`src/rtl/rsqrt_seed_pkg.sv`:
```
package rsqrt_seed_pkg;

  // Operand class, in order of screening priority.
  typedef enum logic [2:0] {
    CLS_NAN  = 3'd0,
    CLS_ZERO = 3'd1,
    CLS_NEG  = 3'd2,
    CLS_PINF = 3'd3,
    CLS_NORM = 3'd4
  } op_class_e;

  // Even-index seed values. Each odd index is the value below it minus one.
  function automatic logic [7:0] seed_pair_lead(input int unsigned k);
    logic [7:0] v;
    case (k)
      0: v = 8'd253;  1: v = 8'd245;  2: v = 8'd239;  3: v = 8'd231;
      4: v = 8'd225;  5: v = 8'd217;  6: v = 8'd211;  7: v = 8'd205;
      8: v = 8'd201;  9: v = 8'd195; 10: v = 8'd189; 11: v = 8'd185;
     12: v = 8'd179; 13: v = 8'd175; 14: v = 8'd169; 15: v = 8'd165;
     16: v = 8'd161; 17: v = 8'd157; 18: v = 8'd153; 19: v = 8'd149;
     20: v = 8'd145; 21: v = 8'd141; 22: v = 8'd137; 23: v = 8'd133;
     24: v = 8'd131; 25: v = 8'd127; 26: v = 8'd123; 27: v = 8'd121;
     28: v = 8'd117; 29: v = 8'd115; 30: v = 8'd111; 31: v = 8'd109;
     32: v = 8'd103; 33: v = 8'd99;  34: v = 8'd93;  35: v = 8'd89;
     36: v = 8'd83;  37: v = 8'd79;  38: v = 8'd75;  39: v = 8'd71;
     40: v = 8'd67;  41: v = 8'd63;  42: v = 8'd59;  43: v = 8'd55;
     44: v = 8'd53;  45: v = 8'd49;  46: v = 8'd45;  47: v = 8'd43;
     48: v = 8'd39;  49: v = 8'd37;  50: v = 8'd33;  51: v = 8'd31;
     52: v = 8'd27;  53: v = 8'd25;  54: v = 8'd23;  55: v = 8'd19;
     56: v = 8'd17;  57: v = 8'd15;  58: v = 8'd13;  59: v = 8'd11;
     60: v = 8'd9;   61: v = 8'd7;   62: v = 8'd5;   63: v = 8'd3;
      default: v = 8'd0;
    endcase
    return v;
  endfunction

endpackage

```
`src/rtl/rsqrt_seed_classify.sv`:
```
module rsqrt_seed_classify
  import rsqrt_seed_pkg::*;
#(
  parameter int EXP_W  = 8,
  parameter int FRAC_W = 23,
  localparam int WORD_W = 1 + EXP_W + FRAC_W
) (
  input  logic [WORD_W-1:0] op_i,
  output op_class_e         cls_o,
  output logic              snan_o
);

  logic              sign;
  logic [EXP_W-1:0]  expo;
  logic [FRAC_W-1:0] frac;
  logic              exp_ones, exp_zero, frac_nz, is_nan;

  assign sign     = op_i[WORD_W-1];
  assign expo     = op_i[WORD_W-2 -: EXP_W];
  assign frac     = op_i[FRAC_W-1:0];
  assign exp_ones = &expo;
  assign exp_zero = ~|expo;
  assign frac_nz  = |frac;
  assign is_nan   = exp_ones & frac_nz;
  assign snan_o   = is_nan & ~frac[FRAC_W-1];

  always_comb begin
    if (is_nan)        cls_o = CLS_NAN;
    else if (exp_zero) cls_o = CLS_ZERO;
    else if (sign)     cls_o = CLS_NEG;
    else if (exp_ones) cls_o = CLS_PINF;
    else               cls_o = CLS_NORM;
  end

endmodule

```
`src/rtl/rsqrt_seed_rom.sv`:
```
module rsqrt_seed_rom
  import rsqrt_seed_pkg::*;
#(
  parameter int IDX_W  = 7,
  parameter int SEED_W = 8,
  localparam int DEPTH = 1 << IDX_W
) (
  input  logic [IDX_W-1:0]  idx_i,
  output logic [SEED_W-1:0] seed_o
);

  logic [SEED_W-1:0] rom [DEPTH];

  for (genvar g = 0; g < DEPTH; g++) begin : g_entry
    localparam logic [7:0] LEAD = seed_pair_lead(g / 2);
    localparam logic [7:0] VAL  = LEAD - 8'(g % 2);
    assign rom[g] = SEED_W'(VAL);
  end

  assign seed_o = rom[idx_i];

endmodule

```
`src/rtl/rsqrt_seed_normal.sv`:
```
module rsqrt_seed_normal #(
  parameter int EXP_W        = 8,
  parameter int FRAC_W       = 23,
  parameter int IDX_M        = 6,
  parameter int SEED_W       = 8,
  parameter int OUT_EXP_BASE = 189,
  localparam int WORD_W = 1 + EXP_W + FRAC_W,
  localparam int IDX_W  = IDX_M + 1,
  localparam int PAD_W  = FRAC_W - SEED_W
) (
  input  logic [WORD_W-1:0] op_i,
  output logic [WORD_W-1:0] word_o
);

  logic [EXP_W-1:0]  em1;
  logic [EXP_W-1:0]  new_exp;
  logic [IDX_W-1:0]  idx;
  logic [SEED_W-1:0] seed;

  assign em1     = op_i[WORD_W-2 -: EXP_W] - EXP_W'(1);
  assign idx     = {em1[0], op_i[FRAC_W-1 -: IDX_M]};
  assign new_exp = EXP_W'(OUT_EXP_BASE) - (em1 >> 1);

  rsqrt_seed_rom #(
    .IDX_W (IDX_W),
    .SEED_W(SEED_W)
  ) u_rom (
    .idx_i (idx),
    .seed_o(seed)
  );

  assign word_o = {op_i[WORD_W-1], new_exp, seed, {PAD_W{1'b0}}};

endmodule

```
`src/rtl/rsqrt_seed.sv`:
```
module rsqrt_seed
  import rsqrt_seed_pkg::*;
#(
  parameter int EXP_W        = 8,
  parameter int FRAC_W       = 23,
  parameter int IDX_M        = 6,
  parameter int SEED_W       = 8,
  parameter int OUT_EXP_BASE = 189,
  parameter int SQRT_NAN_TAG = 4,
  localparam int WORD_W = 1 + EXP_W + FRAC_W
) (
  input  logic              clk,
  input  logic              rst,
  input  logic              in_valid,
  input  logic [WORD_W-1:0] in_op,
  output logic              out_valid,
  output logic [WORD_W-1:0] out_result,
  output logic              out_invalid,
  output logic              out_summary
);

  localparam logic [WORD_W-1:0] QNAN_W =
    {1'b0, {EXP_W{1'b1}}, 1'b1, {(FRAC_W-1){1'b0}}};
  localparam logic [WORD_W-1:0] SQNAN_W = QNAN_W | WORD_W'(SQRT_NAN_TAG);

  op_class_e         cls;
  logic              snan;
  logic [WORD_W-1:0] norm_word;
  logic [WORD_W-1:0] next_word;
  logic              raise;

  rsqrt_seed_classify #(
    .EXP_W (EXP_W),
    .FRAC_W(FRAC_W)
  ) u_cls (
    .op_i  (in_op),
    .cls_o (cls),
    .snan_o(snan)
  );

  rsqrt_seed_normal #(
    .EXP_W       (EXP_W),
    .FRAC_W      (FRAC_W),
    .IDX_M       (IDX_M),
    .SEED_W      (SEED_W),
    .OUT_EXP_BASE(OUT_EXP_BASE)
  ) u_norm (
    .op_i  (in_op),
    .word_o(norm_word)
  );

  always_comb begin
    case (cls)
      CLS_NAN:  next_word = QNAN_W;
      CLS_ZERO: next_word = {in_op[WORD_W-1], {EXP_W{1'b1}}, {FRAC_W{1'b0}}};
      CLS_NEG:  next_word = SQNAN_W;
      CLS_PINF: next_word = '0;
      default:  next_word = norm_word;
    endcase
  end

  assign raise = snan | (cls == CLS_NEG);

  always_ff @(posedge clk) begin
    if (rst) begin
      out_valid   <= 1'b0;
      out_result  <= '0;
      out_invalid <= 1'b0;
      out_summary <= 1'b0;
    end else begin
      out_valid <= in_valid;
      if (in_valid) begin
        out_result  <= next_word;
        out_summary <= raise;
        if (raise) out_invalid <= 1'b1;
      end
    end
  end

endmodule

```
`config.mk`:
```
export PLATFORM = sky130hd
export DESIGN_NAME = rsqrt_seed
export DESIGN_NICKNAME = d
export VERILOG_FILES = /design/src/rtl/rsqrt_seed_pkg.sv /design/src/rtl/rsqrt_seed_classify.sv /design/src/rtl/rsqrt_seed_rom.sv /design/src/rtl/rsqrt_seed_normal.sv /design/src/rtl/rsqrt_seed.sv
export SDC_FILE = /design/constraint.sdc
export NUM_CORES = 1
export LEC_CHECK = 0
export BUFFER_PORTS_ARGS = -buffer_cell sky130_fd_sc_hd__buf_2
export CELL_PAD_IN_SITES_DETAIL_PLACEMENT = 1
export CELL_PAD_IN_SITES_GLOBAL_PLACEMENT = 2
export CORE_MARGIN = 2
export CORE_UTILIZATION = 28
export DETAILED_ROUTE_END_ITERATION = 8
export GPL_TIMING_DRIVEN = 0
export PLACE_DENSITY_LB_ADDON = 0.15
export SYNTH_ARGS = -nofsm -noshare
export SYNTH_HDL_FRONTEND = slang
export SYNTH_HIERARCHICAL = 1
export SYNTH_SLANG_ARGS = --single-unit
```
`constraint.sdc`:
```
create_clock -name clk -period 1.9 [get_ports clk]
set_input_delay 0.095 -clock clk [delete_from_list [all_inputs] [get_ports clk]]
set_output_delay 0.095 -clock clk [all_outputs]
set_load 0.005 [all_outputs]
```
==> metrics.txt, run 1 <==
nets 470; most common cell after layout, fill and taps aside buf_2; yosys warns 6; GPL Wtd Cong 0.7719; die height 102.8 um; Final Cycle Share 0.9317; num ports 70; ant diodes 0; Crit-path slowest cell or4b_2; Syn Inst Count 338; Synth area leaders dfxtp_1, a21oi_1, nand2b_1; R2R cell count 2; Hold Path Class input port to flop; hold depth 3; post-route ant nets 0; share of layout cells above drive strength 1 0.3185; H-Tree Depth 2; overall power 1.874 mW; register area 700.7 um^2; Rows 36; total wire length 7.842 mm; endpoints failing setup 0; Area after DPL 3288 um^2; Post-DP HPWL 6.062 mm; pin count of the biggest net entering global routing 14; max cap viols 0; initial antenna violation count 0; CP required 2110 ps; first-pass GRT wire length 12.72 mm; Critical Path End Type flop; syn_area_per_cell 8.088 um^2; multi-input logic area 1749 um^2; initial core utilization 0.2836; Distinct cells, synth 65; Least-Margin Pin Slew 527.8 ps; DRT iter0 DRCs 95; Seq/Total Area, Yosys 0.2563; crit path cell chain buf_2, inv_1, ha_2, or2b_1, a21oi_1, or4b_2, nand4_1, nand2_1, a311oi_1; clk_lat worst skew 290 ps; Final Hold Fails 0; DIE WIDTH 102.8 um; vias in the first global route 2527; pwr dens 549.0 nW/um^2; Pins Over Slew Limit 0; TritonCTS buffer count 5; Area Growth Syn to Fin 24.85%; EDFF count, synth 0; GR Util All Layers 0.1500; async set-reset flop share out of synthesis 0; CTS tree done; postcts setup bufs 0; Max VDD drop 0.2140 mV; clock root cell clkbuf_8; most frequent cells in the layout buf_2, dfxtp_1, a21oi_1; Clock Skews 0 ps; Die ar. 10570 um^2; Leak 1.440 nW; count of buffers from port buffering 67; Wirelength per Cell 14.00 um; fillers 1233; crit path kind input port to flop; grt total ovfl 0; Core Footprint 9639 um^2; Crit path arrival time 1980 ps; # DRC 0; number of vias per cell 4.746; clock tree sinks 35; clk slew on worst S/H paths 80 ps; Slew HR 0.6454; #FFs+latches synth 35; status complete, no violations; crit path time final 1770 ps; CP startpoint kind input port; Synth Flop Type dfxtp_1; DR pass1 iterations 4; fmax 564.9 MHz; Mapped Area 2734 um^2; CP max FO 8; largest area contributor in the netlist dfxtp_1; worst stage delay on the critical path 650 ps; setup tns final 0 ps; fin area 3413 um^2; final core area utilization 0.3541; Clock Tree Buf Depth 2; via count 2658; area fraction of the dominant cell type after synthesis 0.2563
==> worst paths after layout <==
path | start | endpoint | slack (ps)
setup / recovery | in_op[23] | out_result[29] | 130
hold / removal | in_op[31] | out_result[31] | 160
setup reg to reg | out_result[31] | out_result[31] | 1180
hold reg to reg | out_result[5] | out_result[5] | 470
==> critical path: cells and delay by family <==
| family | cells | cell delay, ps |
|---|---|---|
| adders and majority gates | 1 | 240 |
| and+or+nand+nor | 4 | 1040 |
| buffers and inverters | 2 | 250 |
| AOI/OAI and AO/OA | 2 | 330 |
==> synthesized netlist by cell type, types with 4 or more instances <==
library cell,count
nor2_1,27
nand2_1,18
nor3_1,6
a21oi_1,31
nor4_1,6
buf_2,11
nand3_1,22
dfxtp_1,35
ha_1,9
o21ai_0,4
o21ai_1,4
clkbuf_1,8
xnor2_1,4
nand2b_1,24
xor2_1,5
a31oi_1,4
mux2i_1,4
nand4_1,4
nor3b_1,4
buf_6,7
a311oi_1,12
inv_1,12
buf_4,19
==> logic make-up (layout without fill, tap and decap cells) <==
group | Yosys count | after routing | share of synthesized area
AO/OA/AOI/OAI | 83 | 83 | 0.2105
adder cells (fa/ha/maj) | 10 | 10 | 0.04485
XOR/XNOR | 9 | 9 | 0.02883
flip-flops | 35 | 35 | 0.2563
AND/OR/NAND/NOR | 132 | 132 | 0.2755
multiplexers | 10 | 10 | 0.04897
buffers and inverters | 58 | 133 | 0.1336
other | 1 | 15 | 0.001372
==> metal layers <==
layer	global-route usage	vias to the layer above	wire, um
met5	0	-	0
met4	0.03340	0	78
met3	0.01898	6	260
met2	0.2373	64	3485
met1	0.2182	1227	4017
li1	-	1361	-
==> stage by stage <==
stage / setup slack [ps] / hold WS [ps] / cells
3_5_place_dp: -376.7 / 459.2 / 552
4_1_cts: 28.60 / 149.8 / 560
5_1_grt: -2.399 / 169.7 / 560
3_3_place_gp: -252.4 / 451.5 / 552
6_report: 129.8 / 160.3 / 560
2_1_floorplan: 106.8 / 283.5 / 352
==> state kept, by name, summed over array words and instances, names as in the netlist <==
name,cells
out_valid,1
out_summary,1
out_invalid,1
out_result,32
==> timing repair <==
action	4_1_cts	5_1_grt
endpoints found under the setup margin	1	6
hold buffers	0	0
resized for setup	2	7
pin swaps	0	1
endpoints found under the hold margin	0	0
==> cell type report <==
class                      count  area share
buffer                        46     0.09457
inverter                      12     0.01320
clock buffer                   5     0.02016
tap                          133     0.04875
multi-input combinational    259      0.5125
timing repair buffer          67     0.09824
clock inverter                 3    0.007331
sequential                    35      0.2053
==> power breakdown <==
| group | total, mW | switching, mW | internal (mW) |
|---|---|---|---|
| Combinational | 0.530 | 0.282 | 0.248 |
| Clock | 0.550 | 0.288 | 0.262 |
| Sequential | 0.793 | 0.0200 | 0.773 |
Note: power is estimated with default switching activity, not from simulation.
==> inputs of run 2 (changes only) <==
--- a/config.mk
+++ b/config.mk
@@ -8,12 +8,10 @@
 export BUFFER_PORTS_ARGS = -buffer_cell sky130_fd_sc_hd__buf_2
 export CELL_PAD_IN_SITES_DETAIL_PLACEMENT = 1
 export CELL_PAD_IN_SITES_GLOBAL_PLACEMENT = 2
-export CORE_MARGIN = 2
-export CORE_UTILIZATION = 28
+export CORE_UTILIZATION = 25
 export DETAILED_ROUTE_END_ITERATION = 8
 export GPL_TIMING_DRIVEN = 0
 export PLACE_DENSITY_LB_ADDON = 0.15
 export SYNTH_ARGS = -nofsm -noshare
 export SYNTH_HDL_FRONTEND = slang
-export SYNTH_HIERARCHICAL = 1
 export SYNTH_SLANG_ARGS = --single-unit
==> run 2 against run 1 <==
  * Clock power fell by 46%
  * Global-route usage increased by 0.48 points
  * Combinational power down 20%
  * Area after synthesis down 28%
  * Sequential power is 39% lower
  * Wire length decreased by 22%
  * Non-clock buffer count is 30 lower
  * Final cell count decreased by 25%
  * Power shrank 36%
  * Critical path depth down 1
  * Hold slack gained 3.3 ps
==> metrics.txt, run 2 <==
status complete, no violations (unchanged); worst setup slack after layout 178.9 ps (was 129.8 ps); number of buffers and inverters on the critical path 2 (unchanged); clock root cell clkbuf_8 (unchanged); count leader, synth nor2_1 (was dfxtp_1); Rows 31 (was 36); tightest hold margin 163.6 ps (was 160.3 ps); Final Hold Fails 0 (unchanged); grt total ovfl 0 (unchanged); share of layout cells above drive strength 1 0.3146 (was 0.3185); Distinct cells, synth 63 (was 65); Hold Path Class input port to flop (unchanged); cell family with most CP delay compound AO/OA/AOI/OAI gates (was simple AND/OR/NAND/NOR gates); worst stage delay on the critical path 320 ps (was 650 ps); reg2reg end out_result[29] (was out_result[31]); Crit path arrival time 1910 ps (was 1980 ps); Synth Flop Type dfxtp_1 (unchanged); R2R cell count 5 (was 2); Clock Skews 0 ps (unchanged); CTS tree done (unchanged); endpoints failing setup 0 (unchanged); CP max FO 12 (was 8); Most Crowded Layer GR met2 (unchanged); post-place setup slack -581.4 ps (was -376.7 ps); met3 Use GR 0.01515 (was 0.01898); CP startpoint kind input port (unchanged); worst r2r src out_result[29] (was out_result[31]); crit path cell chain buf_2, inv_2, ha_2, nor4b_1, nand4_1, o21a_2, mux2_2, a211oi_1 (was buf_2, inv_1, ha_2, or2b_1, a21oi_1, or4b_2, nand4_1, nand2_1, a311oi_1); post-route ant nets 0 (unchanged); crit path time final 1721 ps (was 1770 ps); Final Cycle Share 0.9059 (was 0.9317); hold_sp in_op[17] (was in_op[31]); total wire length 6.116 mm (was 7.842 mm); max cap viols 0 (unchanged); hold_buf cts 0 (unchanged); Area after DPL 2391 um^2 (was 3288 um^2); met1 layer usage reported by global route 0.2193 (was 0.2182); RSZ-0062 raised after global routing no; DIE WIDTH 90.50 um (was 102.8 um); first-pass GRT wire length 10.34 mm (was 12.72 mm); DRT iter0 DRCs 56 (was 95); Max VDD drop 0.2320 mV (was 0.2140 mV); number of flip-flops under the largest register name 18 (was 32); top cells by count, synth nor2_1, dfxtp_1, nand2_1 (was dfxtp_1, a21oi_1, nor2_1); Synth area leaders dfxtp_1, ha_1, buf_4 (was dfxtp_1, a21oi_1, nand2b_1); area fraction of the dominant cell type after synthesis 0.2147 (was 0.2563); ant diodes 0 (unchanged); Core Footprint 7408 um^2 (was 9639 um^2); Crit-path slowest cell mux2_2 (was or4b_2); GR Util All Layers 0.1548 (was 0.1500); fin area 2489 um^2 (was 3413 um^2); H-Tree Depth 1 (was 2); via count 2034 (was 2658); Mapped Area 1958 um^2 (was 2734 um^2); count of buffers from port buffering 51 (was 67); initial antenna violation count 0 (unchanged); Syn Inst Count 253 (was 338); clk slew on worst S/H paths 80 ps (about the same); num ports 70 (unchanged); hold depth 3 (unchanged); largest register by flop count out_result (unchanged); setup tns final 0 ps (unchanged); #FFs+latches synth 21 (was 35); Clock Tree Buf Depth 2 (unchanged); Leak 1.075 nW (was 1.440 nW); met2 GRT Util 0.2487 (was 0.2373); CP required 2090 ps (was 2110 ps); Post-DP HPWL 4.937 mm (was 6.062 mm); Area Growth Syn to Fin 27.09% (was 24.85%); fmax 581.0 MHz (was 564.9 MHz); pwr dens 484.4 nW/um^2 (was 549.0 nW/um^2); most frequent cells in the layout buf_2, nor2_1, nand2_1, dfxtp_1, buf_4 (was buf_2, dfxtp_1, a21oi_1); # DRC 0 (unchanged); die height 90.50 um (was 102.8 um); most common cell after layout, fill and taps aside buf_2 (unchanged); largest area contributor in the netlist dfxtp_1 (unchanged); syn_area_per_cell 7.740 um^2 (was 8.088 um^2); async set-reset flop share out of synthesis 0 (unchanged); number of vias per cell 4.843 (was 4.746); TritonCTS buffer count 3 (was 5); Seq/Total Area, Yosys 0.2147 (was 0.2563); EDFF count, synth 0 (unchanged); Die ar. 8190 um^2 (was 10570 um^2); DR pass1 iterations 4 (unchanged); Wirelength per Cell 14.56 um (was 14.00 um); nets 368 (was 470); Critical Path End Type flop (unchanged); yosys warns 0 (was 6); Pins Over Slew Limit 0 (unchanged); vias in the first global route 2063 (was 2527); GPL Wtd Cong 0.7976 (was 0.7719); crit path kind input port to flop (unchanged); clk_lat worst skew 260 ps (was 290 ps); hold path endpoint out_result[15] (was out_result[31]); initial core utilization 0.2643 (was 0.2836); pin count of the biggest net entering global routing 13 (was 14); clock tree sinks 21 (was 35); Worst R2R Setup Slack 540 ps (was 1180 ps)
## run 2: kinds of logic after synthesis
| group | Yosys count | share of synthesized area |
|---|---|---|
| other | 1 | 0.001915 |
| and+or+nand+nor | 93 | 0.2505 |
| buffers and inverters | 46 | 0.1214 |
| xor gates and xnor gates | 8 | 0.03578 |
| AOI/OAI and AO/OA | 63 | 0.2345 |
| DFF | 21 | 0.2147 |
| adders and majority gates | 12 | 0.07540 |
| muxes | 9 | 0.06581 |
## run 2: report_power, final
group | switching, mW | leakage (nW) | internal (mW)
logic | 0.230 | 0.876 | 0.194
registers | 0.0132 | 0.174 | 0.470
clock network | 0.152 | 0.0255 | 0.146
## run 2: metal layers
| metal | up-vias | share of wire | wire, um |
|---|---|---|---|
| li1 | 1024 | - | - |
| met1 | 944 | 0.51 | 3106 |
| met2 | 62 | 0.44 | 2692 |
| met3 | 4 | 0.041 | 253 |
| met4 | 0 | 0.010 | 63 |
| met5 | - | 0 | 0 |
## run 2: worst max path at each step
stage	startpoint	end	slack [ps]	cells past startpoint
after floorplan	in_op[23]	out_result[28]	30	8
after global placement	in_op[19]	out_result[28]	-580	9
after detailed placement	in_op[19]	out_result[28]	-580	9
after CTS	in_op[23]	out_result[28]	20	10
after global routing	in_op[25]	out_result[26]	2	9
final	in_op[19]	out_summary	180	8
## run 2: timing repair
item / CTS / global route
setup buffers: 2 / 0
resized for setup: 7 / 6
endpoints found under the setup margin: 13 / 5
pin swaps: 2 / 0
## run 2: worst min-delay path: stages
cell and delay, ps:
buf_2 110, or4_1 120, a21oi_1 60
## run 2: cell type report
type	instances	area (um^2)
fill	945	4920
multi-input combinational	199	1393
sequential	21	420.4
timing repair buffer	53	270.3
buffer	30	177.7
tap	99	123.9
inverter	14	57.56
clock buffer	3	41.29
clock inverter	1	5.005
## run 2: through the flow
stage	util	power, mW	cells
floorplan	-	0.7625	266
global placement	0.3228	0.9051	416
detailed placement	0.3228	0.9086	416
CTS	0.3329	1.205	421
global route	0.3359	1.285	420
finish	0.3359	1.206	420
==> inputs of run 3 (changes only) <==
--- a/config.mk
+++ b/config.mk
@@ -11,7 +11,7 @@
 export CORE_UTILIZATION = 25
 export DETAILED_ROUTE_END_ITERATION = 8
 export GPL_TIMING_DRIVEN = 0
-export PLACE_DENSITY_LB_ADDON = 0.15
+export PLACE_DENSITY = 0.76
 export SYNTH_ARGS = -nofsm -noshare
 export SYNTH_HDL_FRONTEND = slang
 export SYNTH_SLANG_ARGS = --single-unit
==> run 3 against run 2 <==
  * Utilization shrank 0.10 points
  * Via count increased by 2.3%
  * Register-to-register slack worse by 20 ps
  * Sequential share of layout area is 0.051 points higher
  * Worst setup slack worse by 48 ps
  * Flip-flop and latch count stayed put
  * Critical path type unchanged
  * Largest cell class unchanged
==> metrics.txt, run 3 (synthesized netlist as in run 2, its figures left out) <==
Pins Over Slew Limit 0 (unchanged); Core Footprint 7408 um^2 (unchanged); hold_buf cts 0 (unchanged); clk_lat worst skew 260 ps (about the same); pwr dens 484.9 nW/um^2 (was 484.4 nW/um^2); crit path kind input port to flop (unchanged); clock root cell clkbuf_8 (unchanged); status complete, no violations (unchanged); CP required 2010 ps (was 2090 ps); TritonCTS buffer count 3 (unchanged); Least-Margin Pin Slew 544.9 ps; via count 2080 (was 2034); crit path time final 1769 ps (was 1721 ps); num ports 70 (unchanged); share of layout cells above drive strength 1 0.3106 (was 0.3146); Critical Path End Type flop (unchanged); ant diodes 0 (unchanged); die height 90.50 um (unchanged); Final Hold Fails 0 (unchanged); DRT iter0 DRCs 57 (was 56); # DRC 0 (unchanged); first-pass GRT wire length 9.977 mm (was 10.34 mm); fmax 565.4 MHz (was 581.0 MHz); CP startpoint kind input port (unchanged); Leak 1.080 nW (was 1.075 nW); clk slew on worst S/H paths 80 ps (about the same); total wire length 6.083 mm (was 6.116 mm); tightest hold margin 180.7 ps (was 163.6 ps); Wirelength per Cell 14.45 um (was 14.56 um); most common cell after layout, fill and taps aside buf_2 (unchanged); Hold Path Class input port to flop (unchanged); Post-DP HPWL 4.879 mm (was 4.937 mm); nets 369 (was 368); Max VDD drop 0.2944 mV (was 0.2320 mV); CP max FO 8 (was 12); post-route ant nets 0 (unchanged); number of flip-flops under the largest register name 18 (unchanged); RSZ-0062 raised after global routing no (unchanged); Die ar. 8190 um^2 (unchanged); DIE WIDTH 90.50 um (unchanged); initial core utilization 0.2643 (unchanged); overall power 1.203 mW (was 1.206 mW); Final Cycle Share 0.9309 (was 0.9059); clock tree sinks 21 (unchanged); Clock Tree Buf Depth 2 (unchanged); Area Growth Syn to Fin 26.71% (was 27.09%); number of vias per cell 4.941 (was 4.843); largest register by flop count out_result (unchanged); Clock Skews 0 ps (unchanged); CTS tree done (unchanged); H-Tree Depth 1 (unchanged); endpoints failing setup 0 (unchanged); count of buffers from port buffering 51 (unchanged); DR pass1 iterations 4 (unchanged); most frequent cells in the layout buf_2, nor2_1, nand2_1, dfxtp_1, buf_4 (unchanged); grt total ovfl 0 (unchanged); Crit path arrival time 1880 ps (was 1910 ps); GR Util All Layers 0.1494 (was 0.1548); GPL Wtd Cong 0.8529 (was 0.7976); vias in the first global route 1976 (was 2063); initial antenna violation count 0 (unchanged); Rows 31 (unchanged); max cap viols 0 (unchanged); Slew HR 0.6367; pin count of the biggest net entering global routing 13 (unchanged)
## run 3: per-stage QoR
stage	area (um^2)	util	setup TNS (ps)	setup WS (ps)	std cells
floorplan	2012	-	0	33.06	266
global placement	2391	0.3228	-6644	-624.5	416
detailed placement	2391	0.3228	-7025	-628.1	416
CTS	2464	0.3325	0	7.016	422
global route	2481	0.3349	0	11.64	421
finish	2481	0.3349	0	131.3	421
## run 3: final timing paths
check / depth (start not counted) / startpoint / end / slack (ps)
setup / recovery: 8 / in_op[23] / out_result[28] / 130
hold / removal: 3 / in_op[17] / out_result[15] / 180
setup reg to reg: 5 / out_result[29] / out_result[29] / 520
hold reg to reg: 2 / out_result[20] / out_result[20] / 470
## run 3: worst max-delay path, cell delays in order
cell and delay, ps:
buf_2 160, inv_4 130, ha_2 230, or3b_2 540
and2_1 210, o21a_1 180, o2111ai_1 190, o311ai_0 150
## run 3: cell type report
class / instances / area (um^2)
plain buffers: 30 / 177.7
clock buffers: 3 / 41.29
clock inverters: 1 / 5.005
fillers: 940 / 4927
inverters: 14 / 55.05
multi-input cells: 199 / 1380
flip-flops and latches: 21 / 420.4
well taps: 99 / 123.9
repair buffers: 54 / 277.8
## run 3: what timing repair did
item,CTS,global route
setup endpoints to repair,13,12
buffers inserted,3,0
endpoints found under the hold margin,0,0
pin swaps,2,0
resized for setup,2,8
## run 3: where the power goes
group | internal (mW) | total, mW | switching [mW] | leakage [nW]
combinational | 0.193 | 0.424 | 0.231 | 0.881
clock | 0.146 | 0.295 | 0.149 | 0.0255
sequential | 0.470 | 0.484 | 0.0140 | 0.174
## run 3: layer usage
layer	wire (um)	GRT usage
met2	2801	0.2513
met1	2962	0.2057
met3	272	0.01347
met4	47	0.03226
met5	0	0
